==> src/rtl/shamul_pkg.sv <==
package shamul_pkg;
   // Adder structure choices for the conditional add step
   localparam int ADD_BEHAV  = 0;
   localparam int ADD_RIPPLE = 1;

   function automatic bit adder_style_ok(input int style);
      return (style == ADD_BEHAV) || (style == ADD_RIPPLE);
   endfunction
endpackage

==> src/rtl/shamul_adder.sv <==
module shamul_adder #(
   parameter int WIDTH = 8,
   parameter int STYLE = shamul_pkg::ADD_RIPPLE
) (
   input  logic [WIDTH-1:0] a_i,
   input  logic [WIDTH-1:0] b_i,
   output logic [WIDTH-1:0] sum_o,
   output logic             cout_o
);
   generate
      if (STYLE == shamul_pkg::ADD_BEHAV) begin : g_behav
         logic [WIDTH:0] full;
         assign full   = {1'b0, a_i} + {1'b0, b_i};
         assign sum_o  = full[WIDTH-1:0];
         assign cout_o = full[WIDTH];
      end else begin : g_ripple
         logic [WIDTH:0] carry;
         assign carry[0] = 1'b0;
         for (genvar i = 0; i < WIDTH; i++) begin : g_bit
            assign sum_o[i]   = a_i[i] ^ b_i[i] ^ carry[i];
            assign carry[i+1] = (a_i[i] & b_i[i]) | (carry[i] & (a_i[i] ^ b_i[i]));
         end
         assign cout_o = carry[WIDTH];
      end
   endgenerate
endmodule

==> src/rtl/shamul_ctrl.sv <==
module shamul_ctrl #(
   parameter int WIDTH = 8
) (
   input  logic clk,
   input  logic rst_n,
   input  logic start_i,
   output logic load_o,
   output logic step_o,
   output logic busy_o,
   output logic done_o
);
   localparam int CNT_W = (WIDTH > 2) ? $clog2(WIDTH) : 1;
   localparam logic [CNT_W-1:0] LAST = CNT_W'(WIDTH - 1);

   logic [CNT_W-1:0] step_cnt;
   logic             busy_q;
   logic             done_q;

   assign load_o = start_i & ~busy_q;
   assign step_o = busy_q;
   assign busy_o = busy_q;
   assign done_o = done_q;

   always_ff @(posedge clk or negedge rst_n) begin
      if (!rst_n) begin
         step_cnt <= '0;
         busy_q   <= 1'b0;
         done_q   <= 1'b0;
      end else begin
         done_q <= 1'b0;
         if (load_o) begin
            step_cnt <= '0;
            busy_q   <= 1'b1;
         end else if (busy_q) begin
            step_cnt <= step_cnt + CNT_W'(1);
            if (step_cnt == LAST) begin
               busy_q <= 1'b0;
               done_q <= 1'b1;
            end
         end
      end
   end
endmodule

==> src/rtl/shamul_datapath.sv <==
module shamul_datapath #(
   parameter int WIDTH = 8,
   parameter int STYLE = shamul_pkg::ADD_RIPPLE
) (
   input  logic               clk,
   input  logic               rst_n,
   input  logic               load_i,
   input  logic               step_i,
   input  logic [WIDTH-1:0]   mcand_i,
   input  logic [WIDTH-1:0]   mplier_i,
   output logic [WIDTH-1:0]   mcand_o,
   output logic [2*WIDTH-1:0] work_o
);
   localparam int PW = 2 * WIDTH;

   logic [WIDTH-1:0] mcand_q;
   logic [PW-1:0]    work_q;
   logic [WIDTH-1:0] addend;
   logic [WIDTH-1:0] upper_sum;
   logic             upper_cout;

   // Add the multiplicand only when the current low bit is set
   assign addend = work_q[0] ? mcand_q : '0;

   shamul_adder #(.WIDTH(WIDTH), .STYLE(STYLE)) u_add (
      .a_i    (work_q[PW-1:WIDTH]),
      .b_i    (addend),
      .sum_o  (upper_sum),
      .cout_o (upper_cout)
   );

   always_ff @(posedge clk or negedge rst_n) begin
      if (!rst_n) begin
         mcand_q <= '0;
         work_q  <= '0;
      end else if (load_i) begin
         mcand_q <= mcand_i;
         work_q  <= {{WIDTH{1'b0}}, mplier_i};
      end else if (step_i) begin
         work_q  <= {upper_cout, upper_sum, work_q[WIDTH-1:1]};
      end
   end

   assign mcand_o = mcand_q;
   assign work_o  = work_q;
endmodule

==> src/rtl/shift_add_mult.sv <==
module shift_add_mult #(
   parameter int WIDTH = 8,
   parameter int ADDER_STYLE = shamul_pkg::ADD_RIPPLE
) (
   input  logic               clk,
   input  logic               rst_n,
   input  logic               start_i,
   input  logic [WIDTH-1:0]   mcand_i,
   input  logic [WIDTH-1:0]   mplier_i,
   output logic               busy_o,
   output logic               done_o,
   output logic [2*WIDTH-1:0] product_o
);
   generate
      if (WIDTH < 2) begin : g_bad_width
         $error("shift_add_mult: WIDTH must be at least 2");
      end
      if (!shamul_pkg::adder_style_ok(ADDER_STYLE)) begin : g_bad_style
         $error("shift_add_mult: unsupported ADDER_STYLE");
      end
   endgenerate

   logic             load;
   logic             step;
   logic [WIDTH-1:0] mcand_q;

   shamul_ctrl #(.WIDTH(WIDTH)) u_ctrl (
      .clk     (clk),
      .rst_n   (rst_n),
      .start_i (start_i),
      .load_o  (load),
      .step_o  (step),
      .busy_o  (busy_o),
      .done_o  (done_o)
   );

   shamul_datapath #(.WIDTH(WIDTH), .STYLE(ADDER_STYLE)) u_dp (
      .clk      (clk),
      .rst_n    (rst_n),
      .load_i   (load),
      .step_i   (step),
      .mcand_i  (mcand_i),
      .mplier_i (mplier_i),
      .mcand_o  (mcand_q),
      .work_o   (product_o)
   );
endmodule

==> config.mk <==
export PLATFORM = sky130hd
export DESIGN_NAME = shift_add_mult
export DESIGN_NICKNAME = d
export VERILOG_FILES = /design/src/rtl/shamul_pkg.sv /design/src/rtl/shamul_adder.sv /design/src/rtl/shamul_ctrl.sv /design/src/rtl/shamul_datapath.sv /design/src/rtl/shift_add_mult.sv
export SDC_FILE = /design/constraint.sdc
export NUM_CORES = 1
export LEC_CHECK = 0
export BUFFER_PORTS_ARGS = -buffer_cell sky130_fd_sc_hd__clkbuf_2
export CORE_MARGIN = 2
export CORE_UTILIZATION = 45
export CTS_CLUSTER_SIZE = 30
export DETAILED_ROUTE_END_ITERATION = 8
export GPL_ROUTABILITY_DRIVEN = 0
export PLACE_DENSITY = 0.69
export SKIP_CTS_REPAIR_TIMING = 1
export SLEW_MARGIN = 20
export SYNTH_ARGS = -nofsm -noshare
export SYNTH_HDL_FRONTEND = slang
export SYNTH_SLANG_ARGS = --single-unit
==> constraint.sdc <==
create_clock -name clk -period 5.9 [get_ports clk]
set_input_delay 1.18 -clock clk [delete_from_list [all_inputs] [get_ports clk]]
set_output_delay 1.18 -clock clk [all_outputs]
set_load 0.05 [all_outputs]
==> out/qor.csv, run 1 <==
metric,value,unit
outcome,finished clean,
die_width,61.0,microns
cts_tree,done,
crit_required,6.11,ns
worstPathMaxFanout,10,
synth_top_area_share,49.6,%
critPathLaunchType,flip-flop,
antenna_found_initial,0,
final_nets,184,
syn_nets,148,
synth_area,1460,sq um
drt-vias-per-instance,4.87,
path_clk_slew,0.08,ns
multi_input_area,638,sq um
ys_top_cells_by_area,"dfrtp_1, fa_1, mux2_4",
yosysMostFrequentCell,dfrtp_1,
wl,2.60,mm
switchingPower,461,uW
rows,20,
areaGrowthSynthToFinish,16.3,%
period_share,65.0,%
synth_ff_type,dfrtp_1,
ys_ff_latch,29,
hpwl,1.89,mm
synth_edf_count,0,
hold_violations,0,
drc,0,
critPathCaptureType,flip-flop,
grt_pass1_vias,950,
skew,0.00393,ns
max_freq,261,MHz
grt_usage,16.9,%
clk_latency,0.32,ns
cts_sinks,29,
finalPower,986,uW
ys_seq_area_share,49.6,%
num_antenna_cells,0,
drive_above_1_share,33.3,%
synthArstFlopShare,100,%
h-tree-depth,2,
p_sw_share,46.8,%
start_util,47.5,%
cp_data_arrival_time,4.05,ns
post-route-min-period,3.83,ns
cellPowerDensity,580,nW/um^2
tns,0,ns
post-synth-top-area-cell,dfrtp_1,
synth.yosys.warnings,0,
cts_root_buf,clkbuf_4,
synth_area_per_cell,12.3,sq um
worstMarginPinSlew,0.710,ns
hold_path.class,flip-flop to flip-flop,
cp_common_cell,fa_1,
clockPowerShare,11.3,%
syn_inst,119,
combPwrFrac,53.0,%
layoutNonFillerInstCount,200,
peakVddDrop,224,uV
crit_type,flip-flop to flip-flop,
cp_top_family,adder cells,
cts_buffer_depth,2,
relSlewSlack,52.7,%
maxCapViolations,0,
use_met1,24.0,%
die-area,3720,sq um
register_area,726,sq um
synthTopCellsByCount,"dfrtp_1, nand2_1, inv_1",
io_pins,37,
drt-wirelength-per-cell,13.0,microns
overflow,0,
crit_path_max_incr_delay,0.49,ns
use_met3,6.30,%
setup_viol,0,
drt_iter0_markers,36,
grt_pass1_wl,4.45,mm
cp_slowest_cell,dfrtp_1,
vias,973,
fillers,288,
ant_nets,0,
met2_usage,23.7,%
numCtsBuffers,5,
grt_max_degree,38,
path_buf_inv,4,
internal-power,525,uW
p_seq_share,35.7,%
port_buffers,36,
leakage,0.851,nW
grt-busiest-layer,met1,
die_h,61.0,microns
core,3080,sq um
finalMaxSlewViolations,0,
rsz0062_at_grt,no,
ys_types,20,
first_pass_iters,4,
dp_cells,192,
crit_chain,and2_1 -> ha_1 -> inv_1 -> fa_1 -> fa_1 -> fa_1 -> fa_1 -> fa_1 -> inv_1 -> fa_1 -> inv_1 -> fa_1 -> inv_1 -> a22o_1,
-- final timing paths --
| kind | to | slack (ns) | start | cells after the start |
|---|---|---|---|---|
| min in group asynchronous | u_dp.mcand_o[6]$_DFFE_PN0P_ | 0.89 | rst_n | 1 |
| hold reg to reg | u_dp.work_o[5]$_DFFE_PN0P_ | 0.51 | u_dp.work_o[6]$_DFFE_PN0P_ | 2 |
| max in group asynchronous | u_dp.work_o[6]$_DFFE_PN0P_ | 4.55 | rst_n | 1 |
| hold / removal | u_dp.work_o[5]$_DFFE_PN0P_ | 0.51 | u_dp.work_o[6]$_DFFE_PN0P_ | 2 |
| setup / recovery | u_dp.work_o[14]$_DFFE_PN0P_ | 2.07 | u_dp.work_o[0]$_DFFE_PN0P_ | 14 |
| setup reg to reg | u_dp.work_o[14]$_DFFE_PN0P_ | 2.07 | u_dp.work_o[0]$_DFFE_PN0P_ | 14 |
-- layout make-up --
type	count	area share (%)
timing repair buffer	37	11.0
sequential	29	42.7
inverter	12	2.65
tap	44	3.24
clock buffer	8	2.87
multi-input combinational	70	37.5
-- power by group through the flow --
| stage | registers [mW] | clock network, mW | logic, mW |
|---|---|---|---|
| final | 0.352 | 0.111 | 0.522 |
| after global routing | 0.367 | 0.126 | 0.578 |
| after CTS | 0.354 | 0.114 | 0.530 |
| after detailed placement | 0.357 | 0 | 0.525 |
| after global placement | 0.353 | 0 | 0.511 |
| after floorplan | 0.511 | 0 | 0.258 |
-- per-stage QoR --
step | utilization (%) | instance area (sq um) | hold WS (ns) | setup slack, ns
after global routing | 55.2 | 1700 | 0.537 | 1.85
after CTS | 55.2 | 1700 | 0.519 | 2.05
after floorplan | - | 1460 | 0.467 | 1.77
final | 55.2 | 1700 | 0.512 | 2.07
after global placement | 53.7 | 1650 | 0.483 | 2.16
after detailed placement | 53.7 | 1650 | 0.491 | 2.05
-- layer usage --
metal / part of all wire [%] / routed length [microns]
met5: 0 / 0
met4: 1.2 / 31
met3: 4.5 / 116
met2: 47 / 1230
met1: 47 / 1220
-- cells by family after synthesis --
kind of cell             Yosys count  share of synthesized area, %
buffers and inverters             20                          6.76
multiplexers                      17                          14.5
flip-flops                        29                          49.6
AND/OR/NAND/NOR                   24                          8.21
adder cells (fa/ha/maj)           10                          12.1
AO/OA/AOI/OAI                     19                          8.81
-- layout by cell type (no fill, tap or decap), drive strengths merged --
master	count
fa	7
mux2i	8
o31ai	5
nand2	14
nor2b	1
o21ai	8
clkbuf	44
nor2	1
mux2	9
ha	3
a21o	1
dfrtp	29
nand2b	5
inv	12
a22o	5
and2	3
buf	1
-- sequential cells by signal, indices dropped and copies added, names as in the netlist --
| signal | flops |
|---|---|
| u_dp.work_o | 16 |
| u_dp.mcand_o | 8 |
| u_ctrl.step_cnt | 3 |
| u_ctrl.busy_o | 1 |
| u_ctrl.done_o | 1 |
-- worst register-to-register path: stages, from the launching register on --
cell and delay [ns]:
dfrtp_1 0.49, and2_1 0.17, ha_1 0.13, inv_1 0.04
fa_1 0.37, fa_1 0.39, fa_1 0.39, fa_1 0.40
fa_1 0.36, inv_1 0.07, fa_1 0.16, inv_1 0.05
fa_1 0.47, inv_1 0.04, a22o_1 0.19
(Power assumes the default switching activity.)
==> run 2, diff against run 1 <==
==> constraint.sdc (replaced) <==
create_clock -name clk -period 3.55 [get_ports clk]
set_input_delay 0.71 -clock clk [delete_from_list [all_inputs] [get_ports clk]]
set_output_delay 0.71 -clock clk [all_outputs]
set_load 0.05 [all_outputs]
==> run 2 against run 1 <==
Net effect: register-to-register slack lost 2.0 ns; count of clock-buffer cells in the layout shrank 1; hold slack lost 0.089 ns; setup slack lost 2.0 ns; critical path depth is the same; combinational power grew 70%; maximum frequency grew 10%; largest cell class unchanged; largest power group unchanged; highest routed layer unchanged.
==> out/qor.csv, run 2 (synthesis results as in run 1) <==
metric,value,unit,change
crit_type,flip-flop to flip-flop,,unchanged
hold_violations,0,,unchanged
first_pass_iters,4,,unchanged
numCtsBuffers,5,,unchanged
overflow,0,,unchanged
period_share,97.9,%,was 65.0%
hpwl,1.85,mm,was 1.89 mm
timing.rr.start,u_dp.mcand_o[0]$_DFFE_PN0P_,,was u_dp.work_o[0]$_DFFE_PN0P_
r2r-end,u_dp.work_o[14]$_DFFE_PN0P_,,unchanged
finalPower,1.69,mW,was 986 uW
cts_root_buf,clkbuf_4,,unchanged
crit_path_max_incr_delay,0.47,ns,was 0.49 ns
grt_usage,15.9,%,was 16.9%
ant_nets,0,,unchanged
max_freq,288,MHz,was 261 MHz
die_h,61.0,microns,unchanged
drc,0,,unchanged
post-route-min-period,3.48,ns,was 3.83 ns
h-tree-depth,2,,unchanged
hold_path.class,input port to async pin,,was flip-flop to flip-flop
critPathLaunchType,flip-flop,,unchanged
leakage,0.869,nW,was 0.851 nW
cts_sinks,29,,unchanged
clk_latency,0.33,ns,was 0.32 ns
cts_tree,done,,unchanged
drt-vias-per-instance,4.80,,was 4.87
num_antenna_cells,0,,unchanged
cts_buffer_depth,2,,unchanged
drt-wirelength-per-cell,12.7,microns,was 13.0 microns
layout_setup_ws,0.0739,ns,was 2.07 ns
crit_chain,and2_1 -> ha_1 -> inv_1 -> fa_2 -> fa_2 -> fa_2 -> fa_2 -> fa_2 -> inv_2 -> fa_1 -> inv_1 -> fa_1 -> inv_1 -> a22o_1,,was and2_1 -> ha_1 -> inv_1 -> fa_1 -> fa_1 -> fa_1 -> fa_1 -> fa_1 -> inv_1 -> fa_1 -> inv_1 -> fa_1 -> inv_1 -> a22o_1
core,3080,sq um,unchanged
io_pins,37,,unchanged
vias,965,,was 973
final_util,56.6,%,was 55.2%
largest_register_ff_count,16,,unchanged
rsz0062_at_grt,yes,,was no
port_buffers,36,,unchanged
die-area,3720,sq um,unchanged
wl,2.55,mm,was 2.60 mm
setup_viol,0,,unchanged
grt_max_degree,37,,was 38
peakVddDrop,377,uV,was 224 uV
drt_iter0_markers,19,,was 36
final_common_cell,clkbuf_2,,unchanged
areaGrowthSynthToFinish,19.2,%,was 16.3%
crit_end,u_dp.work_o[14]$_DFFE_PN0P_,,unchanged
worstPathMaxFanout,2,,was 10
cp_slowest_cell,fa_1,,was dfrtp_1
layout_common_cells,"clkbuf_2, dfrtp_1, nand2_1",,unchanged
die_width,61.0,microns,unchanged
startpoint,u_dp.mcand_o[0]$_DFFE_PN0P_,,was u_dp.work_o[0]$_DFFE_PN0P_
path_clk_slew,0.09,ns,was 0.08 ns
start_util,47.5,%,unchanged
worstMarginPinSlew,0.727,ns,was 0.710 ns
cellPowerDensity,970,nW/um^2,was 580 nW/um^2
crit_required,3.78,ns,was 6.11 ns
use_met3,4.62,%,was 6.30%
use_met1,21.4,%,was 24.0%
critPathCaptureType,flip-flop,,unchanged
grt_pass1_vias,902,,was 950
maxCapViolations,0,,unchanged
cp_data_arrival_time,3.70,ns,was 4.05 ns
dp_cells,193,,was 192
drive_above_1_share,40.1,%,was 33.3%
grt_pass1_wl,4.13,mm,was 4.45 mm
reg2reg_depth,14,,unchanged
skew,0.00790,ns,was 0.00393 ns
finalMaxSlewViolations,0,,unchanged
rrSetupSlack,0.07,ns,was 2.07 ns
cp_common_cell,fa_2,,was fa_1
rows,20,,unchanged
antenna_found_initial,0,,unchanged
grt-busiest-layer,met2,,was met1
final_nets,185,,was 184
met2_usage,23.2,%,was 23.7%
relSlewSlack,51.5,%,was 52.7%
place_ws,0.0485,ns,was 2.05 ns
outcome,finished clean,,unchanged
layoutNonFillerInstCount,201,,was 200
## run 2: layout make-up
cell class,instances,area (sq um)
Clock buffer,7,65.1
Clock inverter,1,5.00
Fill cell,293,1340
Inverter,12,45.0
Multi-Input combinational cell,70,651
Sequential cell,29,727
Tap cell,44,55.1
Timing Repair Buffer,38,195
## run 2: where the power goes
group	total (mW)	switching [mW]	internal [mW]
Clock	0.227	0.113	0.115
Combinational	0.889	0.569	0.320
Sequential	0.575	0.0919	0.483
Total	1.69	0.773	0.918
## run 2: worst min-delay path by stage
stage / from / to / slack [ns] / cells after the start
final: rst_n / u_dp.work_o[14]$_DFFE_PN0P_ / 0.42 / 1
after global routing: rst_n / u_dp.work_o[14]$_DFFE_PN0P_ / 0.45 / 1
after CTS: rst_n / u_ctrl.step_cnt[2]$_DFFE_PN0P_ / 0.43 / 1
after detailed placement: u_ctrl.step_cnt[1]$_DFFE_PN0P_ / u_ctrl.step_cnt[1]$_DFFE_PN0P_ / 0.48 / 1
after global placement: u_dp.work_o[5]$_DFFE_PN0P_ / u_dp.work_o[4]$_DFFE_PN0P_ / 0.48 / 2
after floorplan: rst_n / u_ctrl.busy_o$_DFF_PN0_ / 0.41 / 0
## run 2: stage by stage
step	cell area (sq um)	hold WS, ns	setup TNS, ns
final	1740	0.423	0
after CTS	1740	0.432	0
after floorplan	1490	0.414	-0.208
after global placement	1670	0.484	0
after detailed placement	1670	0.485	0
after global routing	1740	0.455	-0.0548
## run 2: layer usage
metal	up-vias	share of wire, %
li1	469	-
met1	464	48
met2	26	45
met3	6	4.8
met4	0	1.8
met5	-	0
## run 2: critical path: cells and delay by family (launching register included)
family,cells,cell delay (ns)
compound gates,1,0.19
simple gates,1,0.13
buf+inv,4,0.20
flops,1,0.36
fa+ha+maj,8,2.50
==> run 3, diff against run 2 <==
--- a/config.mk
+++ b/config.mk
@@ -7,11 +7,12 @@
 export LEC_CHECK = 0
 export BUFFER_PORTS_ARGS = -buffer_cell sky130_fd_sc_hd__clkbuf_2
 export CORE_MARGIN = 2
-export CORE_UTILIZATION = 45
+export CORE_UTILIZATION = 47
+export CTS_BUF_LIST = sky130_fd_sc_hd__clkbuf_2 sky130_fd_sc_hd__clkbuf_4 sky130_fd_sc_hd__clkbuf_8
 export CTS_CLUSTER_SIZE = 30
 export DETAILED_ROUTE_END_ITERATION = 8
 export GPL_ROUTABILITY_DRIVEN = 0
-export PLACE_DENSITY = 0.69
+export PLACE_DENSITY = 0.72
 export SKIP_CTS_REPAIR_TIMING = 1
 export SLEW_MARGIN = 20
 export SYNTH_ARGS = -nofsm -noshare
==> run 3 against run 2 <==
Net effect: count of clock-buffer cells in the layout did not move; setup slack worse by 0.0032 ns; clock skew down 0.0019 ns; register-to-register slack about the same; cell count shrank 5.5%; utilization up 0.92 points; largest cell class unchanged.
==> out/qor.csv, run 3 (synthesis results as in run 1) <==
metric,value,unit,change
outcome,finished clean,,unchanged
layout_common_cells,"clkbuf_2, dfrtp_1, nand2_1",,unchanged
crit_required,3.75,ns,was 3.78 ns
finalMaxSlewViolations,0,,unchanged
grt_usage,17.4,%,was 15.9%
dpl_cell_area,1660,sq um,was 1670 sq um
timing.rr.start,u_dp.work_o[0]$_DFFE_PN0P_,,was u_dp.mcand_o[0]$_DFFE_PN0P_
layoutNonFillerInstCount,190,,was 201
die-area,3570,sq um,was 3720 sq um
wl,2.53,mm,was 2.55 mm
start_util,48.7,%,was 47.5%
setup_viol,0,,unchanged
peakVddDrop,396,uV,was 377 uV
drt-wirelength-per-cell,13.3,microns,was 12.7 microns
io_pins,37,,unchanged
antenna_found_initial,0,,unchanged
cts_root_buf,clkbuf_4,,unchanged
hold_path.class,input port to async pin,,unchanged
num_antenna_cells,0,,unchanged
cp_data_arrival_time,3.68,ns,was 3.70 ns
final_util,57.5,%,was 56.6%
layout_setup_ws,0.0708,ns,was 0.0739 ns
vias,966,,was 965
register_area,727,sq um,unchanged
core,3000,sq um,was 3080 sq um
cellPowerDensity,973,nW/um^2,was 970 nW/um^2
drive_above_1_share,40.8,%,was 40.1%
overflow,0,,unchanged
cts_sinks,29,,unchanged
fillers,270,,was 293
hold_violations,0,,unchanged
drt_iter0_markers,21,,was 19
period_share,98.0,%,was 97.9%
drt-vias-per-instance,5.08,,was 4.80
startpoint,u_dp.work_o[0]$_DFFE_PN0P_,,was u_dp.mcand_o[0]$_DFFE_PN0P_
drc,0,,unchanged
cts_buffer_depth,2,,unchanged
post-route-min-period,3.48,ns,about the same
port_buffers,36,,unchanged
hpwl,1.95,mm,was 1.85 mm
final_common_cell,clkbuf_2,,unchanged
numCtsBuffers,5,,unchanged
grt_max_degree,30,,was 37
multi_input_area,653,sq um,was 651 sq um
worstPathMaxFanout,2,,unchanged
path_clk_slew,0.08,ns,was 0.09 ns
reg2reg_depth,14,,unchanged
largest_register_ff_count,16,,unchanged
finalPower,1.68,mW,was 1.69 mW
h-tree-depth,2,,unchanged
die_h,59.8,microns,was 61.0 microns
clk_latency,0.31,ns,was 0.33 ns
rows,20,,unchanged
die_width,59.8,microns,was 61.0 microns
crit_type,flip-flop to flip-flop,,unchanged
critPathCaptureType,flip-flop,,unchanged
maxCapViolations,0,,unchanged
critPathLaunchType,flip-flop,,unchanged
areaGrowthSynthToFinish,18.1,%,was 19.2%
cts_tree,done,,unchanged
grt_pass1_wl,4.33,mm,was 4.13 mm
place_ws,0.0504,ns,was 0.0485 ns
rsz0062_at_grt,yes,,unchanged
final_nets,186,,was 185
worstMarginPinSlew,0.686,ns,was 0.727 ns
first_pass_iters,4,,unchanged
relSlewSlack,54.3,%,was 51.5%
leakage,0.869,nW,about the same
final_area,1730,sq um,was 1740 sq um
skew,0.00596,ns,was 0.00790 ns
max_freq,287,MHz,was 288 MHz
ant_nets,0,,unchanged
grt_pass1_vias,951,,was 902
dp_cells,182,,was 193
## run 3: cell count changes in the layout (fill, tap and decap cells not counted)
cell,change
and2_1,-1
and2_4,+1
buf_4,+1
clkbuf_4,+1
clkbuf_8,-1
clkinv_2,-1
## run 3: metrics by stage
stage | hold WS [ns] | setup TNS [ns]
5_1_grt | 0.448 | -0.0366
3_3_place_gp | 0.484 | 0
3_5_place_dp | 0.495 | 0
6_report | 0.423 | 0
4_1_cts | 0.437 | 0
2_1_floorplan | 0.414 | -0.208
## run 3: power breakdown
group / internal [mW] / switching (mW) / leakage (nW) / total (mW)
registers: 0.483 / 0.108 / 0.357 / 0.591
logic: 0.333 / 0.559 / 0.477 / 0.891
clock network: 0.101 / 0.0975 / 0.0348 / 0.198
total: 0.917 / 0.764 / 0.869 / 1.68
## run 3: worst paths after layout
| path | to | slack [ns] |
|---|---|---|
| min | u_dp.work_o[13]$_DFFE_PN0P_ | 0.42 |
| max | u_dp.work_o[14]$_DFFE_PN0P_ | 0.07 |
| min in group clk | u_dp.work_o[5]$_DFFE_PN0P_ | 0.51 |
| max in group asynchronous | u_dp.work_o[0]$_DFFE_PN0P_ | 2.64 |
| max reg2reg | u_dp.work_o[14]$_DFFE_PN0P_ | 0.07 |
| min reg2reg | u_dp.work_o[5]$_DFFE_PN0P_ | 0.51 |
## run 3: cell type report
cell class | instances | share of cell area [%]
Sequential cell | 29 | 42.1
Multi-Input combinational cell | 70 | 37.8
Timing Repair Buffer | 39 | 11.7
Clock buffer | 7 | 3.40
Inverter | 12 | 2.61
Tap cell | 33 | 2.39
## run 3: metal layers
metal,share of wire (%),vias to the layer above,track usage [%]
li1,-,470,-
met1,43,460,21.4
met2,49,32,25.9
met3,6.5,4,8.44
met4,1.5,0,7.62
met5,0,-,0
## run 3: worst max-delay path, cell delays in order, from the launching register on
cell and delay [ns]:
dfrtp_2 0.37, and2_4 0.13, ha_1 0.13, inv_1 0.05, fa_2 0.33, fa_2 0.36, fa_2 0.37, fa_2 0.35
fa_2 0.34, inv_2 0.06, fa_1 0.15, inv_1 0.05, fa_1 0.47, inv_1 0.04, a22o_1 0.19
